### src/rtl/vlk_pkg.sv
package vlk_pkg;
   localparam int unsigned CODE_W   = 3;
   localparam int unsigned MAX_LINES = 100000;

   function automatic int unsigned code_lines(input logic [CODE_W-1:0] code);
      int unsigned n;
      unique case (code)
         3'd0: n = 1;
         3'd1: n = 2;
         3'd2: n = 5;
         3'd3: n = 10;
         3'd4: n = 100;
         3'd5: n = 500;
         3'd6: n = 1000;
         default: n = MAX_LINES;
      endcase
      return n;
   endfunction
endpackage

### src/rtl/vlk_line_cond.sv
module vlk_line_cond (
   input  logic hlock_i,
   input  logic sclock_i,
   input  logic sc_en_i,
   output logic cond_o
);
   always_comb begin
      if (sc_en_i) cond_o = hlock_i & sclock_i;
      else         cond_o = hlock_i;
   end
endmodule

### src/rtl/vlk_thresh_sel.sv
module vlk_thresh_sel
   import vlk_pkg::*;
#(
   parameter int unsigned CNT_W = 17
) (
   input  logic [CODE_W-1:0] enter_code_i,
   input  logic [CODE_W-1:0] exit_code_i,
   output logic [CNT_W-1:0]  th_enter_o,
   output logic [CNT_W-1:0]  th_exit_o
);
   localparam int unsigned CAP = (1 << CNT_W) - 1;

   generate
      if (CNT_W < 17) begin : g_bad_width
         $error("vlk_thresh_sel: CNT_W too narrow for largest line count");
      end
   endgenerate

   always_comb begin
      th_enter_o = CNT_W'(code_lines(enter_code_i));
      th_exit_o  = CNT_W'(code_lines(exit_code_i));
   end
endmodule

### src/rtl/vlk_hyst_core.sv
module vlk_hyst_core #(
   parameter int unsigned CNT_W = 17
) (
   input  logic             clk,
   input  logic             rst_n,
   input  logic             stb_i,
   input  logic             cond_i,
   input  logic [CNT_W-1:0] th_enter_i,
   input  logic [CNT_W-1:0] th_exit_i,
   output logic             filt_o,
   output logic             raw_o
);
   localparam logic [CNT_W-1:0] CNT_MAX = '1;

   logic             filt_q;
   logic             raw_q;
   logic [CNT_W-1:0] cnt_q;
   logic [CNT_W-1:0] cnt_inc;
   logic [CNT_W-1:0] th_now;
   logic             reach;

   always_comb begin
      cnt_inc = (cnt_q == CNT_MAX) ? cnt_q : cnt_q + 1'b1;
      th_now  = filt_q ? th_exit_i : th_enter_i;
      reach   = (cnt_inc >= th_now);
   end

   always_ff @(posedge clk) begin
      if (!rst_n) begin
         filt_q <= 1'b0;
         raw_q  <= 1'b0;
         cnt_q  <= '0;
      end else if (stb_i) begin
         raw_q <= cond_i;
         if (cond_i == filt_q) begin
            cnt_q <= '0;
         end else if (reach) begin
            filt_q <= ~filt_q;
            cnt_q  <= '0;
         end else begin
            cnt_q <= cnt_inc;
         end
      end
   end

   assign filt_o = filt_q;
   assign raw_o  = raw_q;

   p_hold_no_stb_r9: assert property (@(posedge clk) disable iff (!rst_n)
      !stb_i |=> ($stable(filt_q) && $stable(cnt_q)));
   p_cnt_restart_r6: assert property (@(posedge clk) disable iff (!rst_n)
      (stb_i && (cond_i == filt_q)) |=> (cnt_q == '0));
   p_single_line_enter_r1: assert property (@(posedge clk) disable iff (!rst_n)
      (stb_i && cond_i && !filt_q && th_enter_i == CNT_W'(1)) |=> filt_q);
   p_single_line_exit_r2: assert property (@(posedge clk) disable iff (!rst_n)
      (stb_i && !cond_i && filt_q && th_exit_i == CNT_W'(1)) |=> !filt_q);
endmodule

### src/rtl/vlk_sticky.sv
module vlk_sticky #(
   parameter bit SET_WINS = 1'b1
) (
   input  logic clk,
   input  logic rst_n,
   input  logic status_i,
   input  logic clr_i,
   output logic flag_o
);
   logic prev_q;
   logic flag_q;
   logic fall;

   assign fall = prev_q & ~status_i;

   always_ff @(posedge clk) begin
      if (!rst_n) prev_q <= 1'b0;
      else        prev_q <= status_i;
   end

   generate
      if (SET_WINS) begin : g_set_first
         always_ff @(posedge clk) begin
            if (!rst_n)     flag_q <= 1'b0;
            else if (fall)  flag_q <= 1'b1;
            else if (clr_i) flag_q <= 1'b0;
         end
      end else begin : g_clr_first
         always_ff @(posedge clk) begin
            if (!rst_n)     flag_q <= 1'b0;
            else if (clr_i) flag_q <= 1'b0;
            else if (fall)  flag_q <= 1'b1;
         end
      end
   endgenerate

   assign flag_o = flag_q;

   p_flag_on_fall_r8: assert property (@(posedge clk) disable iff (!rst_n)
      $fell(status_i) |=> flag_o);
   p_flag_hold_r8: assert property (@(posedge clk) disable iff (!rst_n)
      (flag_o && !clr_i) |=> flag_o);
endmodule

### src/rtl/vlk_lock_filter.sv
module vlk_lock_filter
   import vlk_pkg::*;
#(
   parameter int unsigned CNT_W    = 17,
   parameter bit          SET_WINS = 1'b1
) (
   input  logic              clk,
   input  logic              rst_n,
   input  logic              line_stb,
   input  logic              hlock,
   input  logic              sclock,
   input  logic [CODE_W-1:0] enter_code,
   input  logic [CODE_W-1:0] exit_code,
   input  logic              raw_sel,
   input  logic              sc_en,
   input  logic              lost_clr,
   output logic              lock_status,
   output logic              lost_flag
);
   logic             cond;
   logic             filt;
   logic             raw;
   logic [CNT_W-1:0] th_enter;
   logic [CNT_W-1:0] th_exit;

   vlk_line_cond u_cond (
      .hlock_i (hlock),
      .sclock_i(sclock),
      .sc_en_i (sc_en),
      .cond_o  (cond)
   );

   vlk_thresh_sel #(.CNT_W(CNT_W)) u_thr (
      .enter_code_i(enter_code),
      .exit_code_i (exit_code),
      .th_enter_o  (th_enter),
      .th_exit_o   (th_exit)
   );

   vlk_hyst_core #(.CNT_W(CNT_W)) u_core (
      .clk       (clk),
      .rst_n     (rst_n),
      .stb_i     (line_stb),
      .cond_i    (cond),
      .th_enter_i(th_enter),
      .th_exit_i (th_exit),
      .filt_o    (filt),
      .raw_o     (raw)
   );

   assign lock_status = raw_sel ? raw : filt;

   vlk_sticky #(.SET_WINS(SET_WINS)) u_sticky (
      .clk     (clk),
      .rst_n   (rst_n),
      .status_i(lock_status),
      .clr_i   (lost_clr),
      .flag_o  (lost_flag)
   );

   p_raw_follow_r3: assert property (@(posedge clk) disable iff (!rst_n)
      (raw_sel && line_stb) |=> (!raw_sel || lock_status == $past(cond)));
   p_sc_ignored_r4: assert property (@(posedge clk) disable iff (!rst_n)
      (!sc_en && line_stb) |=> (raw == $past(hlock)));
endmodule

### config.mk
export PLATFORM = sky130hd
export DESIGN_NAME = vlk_lock_filter
export DESIGN_NICKNAME = d
export VERILOG_FILES = /design/src/rtl/vlk_pkg.sv /design/src/rtl/vlk_line_cond.sv /design/src/rtl/vlk_thresh_sel.sv /design/src/rtl/vlk_hyst_core.sv /design/src/rtl/vlk_sticky.sv /design/src/rtl/vlk_lock_filter.sv
export SDC_FILE = /design/constraint.sdc
export NUM_CORES = 1
export LEC_CHECK = 0
export ABC_CLOCK_PERIOD_IN_PS = 6100
export BUFFER_PORTS_ARGS = -buffer_cell sky130_fd_sc_hd__buf_4
export CORE_MARGIN = 4
export CORE_UTILIZATION = 61
export DETAILED_ROUTE_END_ITERATION = 16
export PLACE_DENSITY = 0.81
export SKIP_LAST_GASP = 1
export SYNTH_ARGS = -nofsm -noshare
export SYNTH_HDL_FRONTEND = slang
export SYNTH_SLANG_ARGS = --single-unit
### constraint.sdc
create_clock -name clk -period 6.1 [get_ports clk]
set_clock_uncertainty 0.05 [all_clocks]
set_input_delay 0 -clock clk [delete_from_list [all_inputs] [get_ports clk]]
set_output_delay 0 -clock clk [all_outputs]
set_load 0.05 [all_outputs]
Word level (Yosys, flattened, before mapping)
Cells that the tools add are included.
- equality and inequality tests: 14
- bitwise logic cells: 5
- $lt $le $gt $ge: 1
- multiplexer cells: 10
- $add $sub $neg: 1
- reduce and logical (&&, ||, !) cells: 4
- operators by type and width (kind ; count):
    one-hot mux 17 bit (7 select lines) ; 2
    two-way mux 17 bit ; 4
    == test 3 bit, second input constant ; 6
    adder 17 x 1 -> 17 bit, second input constant ; 1
    == test 17 bit, second input constant ; 1
    >= comparator 17 bit ; 1
    == test 3 x 2 -> 1 bit, second input constant ; 4
    == test 3 x 1 -> 1 bit, second input constant ; 2
    zero test 3 bit ; 2
    two-way mux 1 bit ; 4
    NOT 1 bit ; 3
    AND reduction 3 bit ; 1
    AND 1 bit ; 2
    nonzero test 2 bit ; 1
    == test 1 bit ; 1
- input port bits: 14
- word-level logic and storage cells: 40
- output and inout port bits: 2
- register bits after elaboration: 21

Logic depth before layout (Yosys ltp)
Gate-level depths: netlist (run 1).
- word-level depth: 6
- depth in mapped cells: 13
- mapped depth without buffers: 13

Modules after synthesis
Synthesis (run 1) repeated with hierarchy kept, for this count alone.
- cell total of the unflattened synthesis: 285
- area total of the unflattened synthesis: 2293.4 µm²
- by module, submodules not included (module ; sequential area each (µm²) ; cells each ; area each (µm²) ; times used):
    vlk_hyst_core ; 380.4 ; 230 ; 1870.5 ; 1
    vlk_thresh_sel ; 0.0 ; 46 ; 325.3 ; 1
    vlk_sticky ; 40.0 ; 6 ; 71.3 ; 1
    vlk_lock_filter ; 0.0 ; 1 ; 15.0 ; 1
    vlk_line_cond ; 0.0 ; 2 ; 11.3 ; 1

Worst setup path before layout (run 1)
OpenSTA, ideal clock, no wires.
- path type: reg-to-reg
- start point: register u_core.cnt_q[0]
- end point: register u_core.cnt_q[2]
- buffers on the path: 1
- arrival: 3.072 ns
- setup slack: 2.894 ns
- required time: 5.966 ns
- clock period less this slack: 3.206 ns
- setup time: 0.084 ns
- stages on the path, launching flop included: 14
- path through: dfxtp_1 > ha_1 > nand4_1 > nor4_2 > buf_2 > nor3_1 > xor2_1 > ha_1 > a21oi_1 > o21ai_0 > a311o_1 > and4bb_2 > nand3_1 > o31ai_2
- word-level cells in the longest chain between the ends: 5
- elaborated cells on any way between the ends: 6
- classes of those cells: add/sub: 1; order compare: 1; eq/ne: 1; mux: 3
- RTL lines (item ; line ; text):
    start, declared ; vlk_hyst_core.sv:17 ; logic [CNT_W-1:0] cnt_q;
    start signal, assigned ; vlk_hyst_core.sv:41 ; cnt_q <= cnt_inc;
    adder 17 x 1 -> 17 bit / == test 17 bit (equally long branches) ; vlk_hyst_core.sv:23 ; cnt_inc = (cnt_q == CNT_MAX) ? cnt_q : cnt_q + 1'b1;
    two-way mux 17 bit (*) ; vlk_hyst_core.sv:23 ;
    >= comparator 17 bit ; vlk_hyst_core.sv:25 ; reach = (cnt_inc >= th_now);
    two-way mux 17 bit (*) ; vlk_hyst_core.sv:37 ; end else if (reach) begin
    two-way mux 17 bit (*) ; vlk_hyst_core.sv:35 ; if (cond_i == filt_q) begin
Every way passes the cells marked *; elsewhere a longest branch is shown, timed or not.
A chain may end at the register's enable or synchronous reset.

Worst setup path in the final report (run 1)
- start point: register u_core.cnt_q[0]
- end point: register u_core.cnt_q[9]
Same word-level chain as after synthesis.

==> flow_summary.yaml, run 1 <==
drt:
  drt_pre_antenna_iters: 4
  antenna_left: 0
  totalWireLength_um: 4236
  wire_per_inst_um: 14.66
  drc: 0
  drtIter0Drc: 123
  via_per_inst: 6.263
  vias: 1810
worst_setup_path:
  path_cells: "ha_1 > nand4_1 > nor4_2 > nor3b_1 > xnor2_1 > inv_1 > ha_1 > nand4_1 > nor3_1 > a311o_1 > and4bb_2 > a31oi_2 > o21ai_0"
  slowest_delay_ns: 0.95
  worstPathMaxFanout: 13
  arrival_ns: 4.14
  crit_type: "register to register"
  r2r_setup_slack_ns: 2.12
  r2r-end: "u_core.cnt_q[9]"
  slowest_stage: "nor4_2"
  r2r_start: "u_core.cnt_q[0]"
  ff2ff_path_depth: 13
  startpoint_type: "register"
  critPathRequiredTime_ns: 6.26
  crit_path_end_kind: "register"
synth:
  ys_ff_latch: 21
  yosys-top-cells-area: "dfxtp_1, ha_1, nand2_1"
  ys_types: 48
  synth_common_cells: "nand2_1, dfxtp_1, inv_1, nor2_1, o21ai_0"
  synth_flop_cell: "dfxtp_1"
  yosys.area.top_type: "dfxtp_1"
  syn_area_per_cell_um2: 7.350
  async_reset_ff_share_pct: 0
  synth_top_area_share_pct: 23.16
  syn_nets: 275
  yosysMostFrequentCell: "nand2_1"
  netlist_area_mm2: 0.001815
  ys_warn_count: 0
  syn_inst: 247
  synth_edf_count: 0
  ys_seq_area_share_pct: 23.16
sta:
  worst_pin_slew_ns: 1.073
  setup_viol: 0
  finalHoldViolCount: 0
  fmax_ghz: 0.2512
  maxSlewViolCount: 0
  finalCritPeriodShare_pct: 65.26
  fin_setup_tns_ns: 0
  relSlewSlack_pct: 27.89
  fin_crit_ns: 3.981
  rsz0062_at_grt: "no"
power_and_ir_drop:
  p_switching_uw: 77.70
  p_seq_share_pct: 53.3
  p_per_area_mw_per_mm2: 132.2
  swShare_pct: 29.57
  peakVddDrop_mv: 0.09996
  leakage_nw: 0.8065
  internal_power_uw: 185.1
  finalPower_uw: 262.8
  clock_power_share_pct: 27.9
  power_frac_comb_pct: 18.8
min_path:
  min_path_cells: 4
  hold_class: "input pin to register"
  holdPathEnd: "u_core.raw_o"
  hp-start: "hlock"
place:
  port_buffers: 15
  hpwl_um: 3290
  gp_congestion: 0.8348
outcome:
  status: "finished, final reports clean"
cts:
  cts_buffers: 3
  cts_tree: "yes"
  post_cts_buffers: 0
  cts_buffer_depth: 2
  clk_latency_ns: 0.32
  cts_resized: 0
  path_clk_slew_ns: 0.13
  clock-root-buffer: "clkbuf_4"
  cts.sinks: 21
  htreeDepth: 1
floorplan:
  rows: 19
  dieHeight_um: 62.56
  coreArea_mm2: 0.002805
  die-area_mm2: 0.003913
  io_pins: 16
  die_x_um: 62.56
  start_util_pct: 64.72
cells_and_area:
  n_antenna_cell: 0
  fillers: 228
  nets: 287
  drive_gt1_share_pct: 12.79
  synthToLayoutAreaGrowth_pct: 9.511
global_route:
  antenna_found_initial: 0
  grt_pass1_vias: 1601
  grt_remaining_overflow: 0
  grt.total_usage_pct: 22.35
  grt_max_degree: 15
  grt_pass1_wl_um: 7238
job:
  drv_cap: 0
## sequential cells by signal, summed over array words and instances, names as in the netlist
| register | cells |
|---|---|
| u_core.filt_o | 1 |
| u_sticky.prev_q | 1 |
| u_sticky.flag_o | 1 |
| u_core.cnt_q | 17 |
| u_core.raw_o | 1 |
## power by group through the flow
| stage | combinational [mW] | clock [mW] | sequential, mW |
|---|---|---|---|
| final | 0.0493 | 0.0734 | 0.140 |
| after CTS | 0.0491 | 0.0744 | 0.140 |
| after global routing | 0.0553 | 0.0842 | 0.141 |
| after detailed placement | 0.0471 | 0 | 0.143 |
| after global placement | 0.0467 | 0 | 0.143 |
| after floorplan | 0.0322 | 0 | 0.143 |
## cell usage in the layout, fill, tap and decap left out, types with 3 or more instances in the layout
master	instances
dlygate4sd3_1	4
xor2_1	9
o21ai_0	19
nor2_1	19
mux2_2	3
a21oi_1	16
nand4_1	6
a31oi_1	4
nor3_1	10
buf_4	15
and3_1	5
a32oi_1	3
clkbuf_4	3
dfxtp_1	21
a211oi_1	3
mux2i_1	3
xnor2_1	5
nand3_1	7
inv_1	19
nand2_1	31
nor3b_1	5
ha_1	14
## kinds of logic after synthesis
family	Yosys count	share of synthesized area (%)
AND/OR/NAND/NOR	100	28.74
AO/OA/AOI/OAI	61	21.71
buffers and inverters	31	6.478
flip-flops	21	23.16
XOR/XNOR	14	6.754
adder cells (fa/ha/maj)	14	9.649
multiplexers	6	3.515
## layout make-up
type	instances	area (µm²)	area share (%)
inverters	19	71.32	3.587
multi-input cells	195	1277	64.25
clock inverters	1	5.005	0.2517
well taps	31	38.79	1.951
clock buffers	3	22.52	1.133
repair buffers	19	152.6	7.678
flip-flops and latches	21	420.4	21.15
## per-layer routing
metal  track usage, %  up-vias  routed length [µm]
met5                0        -                   0
met1            28.60      831                1850
met3            3.058        6                 221
met2            39.01       65                2100
li1                 -      908                   -
met4            6.061        0                  63
## repair_timing
item                                    4_1_cts  5_1_grt
endpoints found under the setup margin        0        0
endpoints found under the hold margin         8        0
hold buffers                                  4        0
## worst max-delay path, delay by kind of cell (launching register included)
kind	cells	cell delay, ns
flip-flops	1	0.43
adder cells (fa/ha/maj)	2	0.52
AND/OR/NAND/NOR	6	1.85
AO/OA/AOI/OAI	3	0.65
buffers and inverters	1	0.07
XOR/XNOR	1	0.29
## worst max path at each step
stage          slack (ns)               end  depth (start not counted)       startpoint
3_3_place_gp         2.23  u_core.cnt_q[16]                         13  u_core.cnt_q[0]
2_1_floorplan        2.89   u_core.cnt_q[2]                         13  u_core.cnt_q[0]
5_1_grt              1.77   u_core.cnt_q[9]                         13  u_core.cnt_q[0]
3_5_place_dp         2.24   u_core.cnt_q[9]                         13  u_core.cnt_q[0]
6_report             2.12   u_core.cnt_q[9]                         13  u_core.cnt_q[0]
4_1_cts              2.18   u_core.cnt_q[9]                         13  u_core.cnt_q[0]
## metrics by stage
step | setup slack (ns) | util, % | instance area, µm² | hold WS (ns) | cells
2_1_floorplan | 2.894 | - | 1815 | 0.09213 | 247
3_3_place_gp | 2.233 | 68.47 | 1921 | 0.2231 | 281
3_5_place_dp | 2.241 | 68.47 | 1921 | 0.2308 | 281
4_1_cts | 2.178 | 70.87 | 1988 | 0.005124 | 289
5_1_grt | 1.772 | 70.87 | 1988 | 0.02537 | 289
6_report | 2.119 | 70.87 | 1988 | 0.004485 | 289
No activity file was read; power rests on OpenSTA's default activity.
==> run 2, diff against run 1 <==
--- a/config.mk
+++ b/config.mk
@@ -5,12 +5,13 @@
 export SDC_FILE = /design/constraint.sdc
 export NUM_CORES = 1
 export LEC_CHECK = 0
-export ABC_CLOCK_PERIOD_IN_PS = 6100
+export ABC_AREA = 1
+export ABC_CLOCK_PERIOD_IN_PS = 3400
 export BUFFER_PORTS_ARGS = -buffer_cell sky130_fd_sc_hd__buf_4
 export CORE_MARGIN = 4
-export CORE_UTILIZATION = 61
+export CORE_UTILIZATION = 54
 export DETAILED_ROUTE_END_ITERATION = 16
-export PLACE_DENSITY = 0.81
+export PLACE_DENSITY = 0.76
 export SKIP_LAST_GASP = 1
 export SYNTH_ARGS = -nofsm -noshare
 export SYNTH_HDL_FRONTEND = slang
==> constraint.sdc (replaced) <==
create_clock -name clk -period 3.4 [get_ports clk]
set_clock_uncertainty 0.05 [all_clocks]
set_input_delay 0 -clock clk [delete_from_list [all_inputs] [get_ports clk]]
set_output_delay 0 -clock clk [all_outputs]
set_load 0.05 [all_outputs]
==> run 2 against run 1 <==
  * Die area up 20%
  * Critical path depth up 10
  * Global-route usage down 0.84 points
  * Combinational power up 97%
  * Sequential cell count unchanged
  * Final cell count up 30%
  * Non-clock buffer count up 6
  * Total power up 95%
  * Fmax up 33%
  * Sequential power up 80%
  * Register-to-register slack worse by 1.7 ns
  * Critical path type unchanged
  * Highest routed layer unchanged
==> flow_summary.yaml, run 2 <==
drt:
  wire_per_inst_um: 12.32
  vias: 2014
  antenna_left: 0
  drt_pre_antenna_iters: 4
  via_per_inst: 5.356
  totalWireLength_um: 4634
  drtIter0Drc: 129
  drc: 0
cells_and_area:
  n_antenna_cell: 0
  final-seq-area_um2: 422.9
  regMostFlops: "u_core.cnt_q"
  largest_register_ff_count: 17
  multi_input_area_mm2: 0.001400
  layout_common_cells: "nand2_1, inv_1, nor2_1"
  fin_area_mm2: 0.002262
  mostFrequentLayoutCell: "nand2_1"
  nets: 359
  fillers: 330
  drive_gt1_share_pct: 17.58
  synthToLayoutAreaGrowth_pct: 14.07
place:
  gp_congestion: 0.8354
  place_area_mm2: 0.002142
  hpwl_um: 3465
  port_buffers: 15
worst_setup_path:
  r2r_start: "u_core.cnt_q[0]"
  crit_buf_inv: 2
  worstPathMaxFanout: 18
  critPathRequiredTime_ns: 3.51
  crit_start: "u_core.cnt_q[0]"
  endpoint: "u_core.filt_o"
  path_cells: "ha_4 > inv_1 > nor2_1 > nand2_1 > inv_2 > nand2_1 > nor2_2 > nor2_1 > and3_1 > nor2_1 > ha_1 > a21oi_1 > nand2_1 > nand2_1 > nand3_1 > nand2_1 > nand2_1 > nor2_1 > nand3_2 > nand2_8 > nand2_1 > a21oi_1 > nor2_1"
  r2r-end: "u_core.filt_o"
  crit_path_end_kind: "register"
  worst_path_most_repeated_cell: "nand2_1"
  arrival_ns: 3.11
  startpoint_type: "register"
  slowest_stage: "dfxtp_2"
  crit_type: "register to register"
  slowest_delay_ns: 0.40
  r2r_setup_slack_ns: 0.41
  crit_family: "simple AND/OR/NAND/NOR gates"
  crit_cells: 23
  ff2ff_path_depth: 23
global_route:
  grt.total_usage_pct: 21.51
  grt_pass1_wl_um: 7748
  grt_remaining_overflow: 0
  antenna_found_initial: 0
  grt_max_degree: 20
  grt_pass1_vias: 1818
sta:
  finalHoldViolCount: 0
  rsz0062_at_grt: "no"
  fmax_ghz: 0.3343
  fin_crit_ns: 2.991
  worst_pin_slew_ns: 0.6655
  maxSlewViolCount: 0
  setup_viol: 0
  finalCritPeriodShare_pct: 87.97
  fin_setup_tns_ns: 0
  relSlewSlack_pct: 55.36
synth:
  synth_top_area_share_pct: 21.20
  yosys-top-cells-area: "dfxtp_1, nand2_1, ha_1"
  synth_flop_cell: "dfxtp_1"
  ys_warn_count: 0
  synth_edf_count: 0
  ys_ff_latch: 21
  syn_inst: 309
  syn_area_per_cell_um2: 6.418
  ys_seq_area_share_pct: 21.20
  yosysMostFrequentCell: "nand2_1"
  syn_nets: 337
  async_reset_ff_share_pct: 0
  synth_common_cells: "nand2_1, inv_1, nor2_1, a21oi_1, dfxtp_1"
  yosys.area.top_type: "dfxtp_1"
  ys_types: 37
  netlist_area_mm2: 0.001983
cts:
  cts.sinks: 21
  clk_latency_ns: 0.26
  cts_tree: "yes"
  path_clk_slew_ns: 0.08
  htreeDepth: 1
  clock-root-buffer: "clkbuf_8"
  cts_buffer_depth: 2
  cts_buffers: 3
floorplan:
  start_util_pct: 57.62
  io_pins: 16
  die-area_mm2: 0.004706
  dieHeight_um: 68.60
  coreArea_mm2: 0.003442
  die_x_um: 68.60
  rows: 21
power_and_ir_drop:
  leakage_nw: 0.9694
  p_per_area_mw_per_mm2: 226.7
  peakVddDrop_mv: 0.2309
outcome:
  status: "finished, final reports clean"
job:
  drv_cap: 0
min_path:
  hold_class: "input pin to register"
-- run 2: cell types whose count changed in the layout (fill, tap and decap cells not counted), moves of 10 or more --
cell     delta
inv_1      +14
nor2_1     +12
nand2_1    +49
a21oi_2    +11
nand3_2    +12
o21ai_0    -10
nand3_1    +10
a21oi_1    +13
-- run 2: worst register-to-register path, stage by stage (launching register included) --
cell     delay [ns]
dfxtp_2        0.40
ha_4           0.18
inv_1          0.04
nor2_1         0.09
nand2_1        0.11
inv_2          0.08
nand2_1        0.11
nor2_2         0.15
nor2_1         0.09
and3_1         0.16
nor2_1         0.09
ha_1           0.24
a21oi_1        0.16
nand2_1        0.07
nand2_1        0.05
nand3_1        0.06
nand2_1        0.06
nand2_1        0.04
nor2_1         0.11
nand3_2        0.13
nand2_8        0.17
nand2_1        0.10
a21oi_1        0.13
nor2_1         0.04
-- run 2: layer usage --
metal	wire [µm]	GRT usage, %	share of wire (%)
met1	2149	27.60	46
met2	2199	36.95	47
met3	241	3.890	5.2
met4	43	5.211	0.93
met5	0	0	0
-- run 2: power breakdown --
| group | internal (mW) | leakage [nW] | switching [mW] |
|---|---|---|---|
| Clock | 0.0817 | 0.0255 | 0.0823 |
| Combinational | 0.0379 | 0.773 | 0.0594 |
| Sequential | 0.249 | 0.171 | 0.00288 |
-- run 2: final cells by class --
| cell class | instances | share of cell area [%] |
|---|---|---|
| repair buffers | 25 | 8.850 |
| inverters | 36 | 5.973 |
| flip-flops and latches | 21 | 18.69 |
| clock buffers | 3 | 1.825 |
| well taps | 46 | 2.544 |
| clock inverters | 1 | 0.2212 |
| multi-input cells | 244 | 61.89 |
-- run 2: cell families after synthesis --
| group | synth area share [%] |
|---|---|
| flops | 21.20 |
| simple gates | 38.68 |
| compound gates | 18.74 |
| xor+xnor | 3.092 |
| fa+ha+maj | 8.833 |
| buf+inv | 9.464 |
-- run 2: how the worst min path moves through the flow --
stage,cells past startpoint,startpoint,slack (ns),to
2_1_floorplan,2,rst_n,0.08,u_core.filt_o
3_3_place_gp,3,line_stb,0.20,u_core.filt_o
3_5_place_dp,3,line_stb,0.21,u_core.filt_o
4_1_cts,4,raw_sel,0.03,u_sticky.prev_q
5_1_grt,4,raw_sel,0.09,u_sticky.prev_q
6_report,4,raw_sel,0.04,u_sticky.prev_q
-- run 2: repair_timing --
item / CTS / global route
gates resized for setup: 0 / 5
endpoints found under the hold margin: 3 / 0
setup endpoints to repair: 0 / 18
hold buffers: 5 / 0
setup buffers: 0 / 0
-- run 2: metrics by stage --
step | std cells | worst slack [ns] | total power [mW] | utilization (%) | hold slack, ns
finish | 376 | 0.4090 | 0.5128 | 65.72 | 0.04241
global route | 376 | 0.03578 | 0.5407 | 65.72 | 0.08563
CTS | 376 | 0.2227 | 0.5145 | 65.03 | 0.03441
detailed placement | 367 | 0.2481 | 0.3469 | 62.23 | 0.2089
global placement | 367 | 0.3366 | 0.3459 | 62.23 | 0.2014
floorplan | 309 | 0.6063 | 0.3164 | - | 0.07585
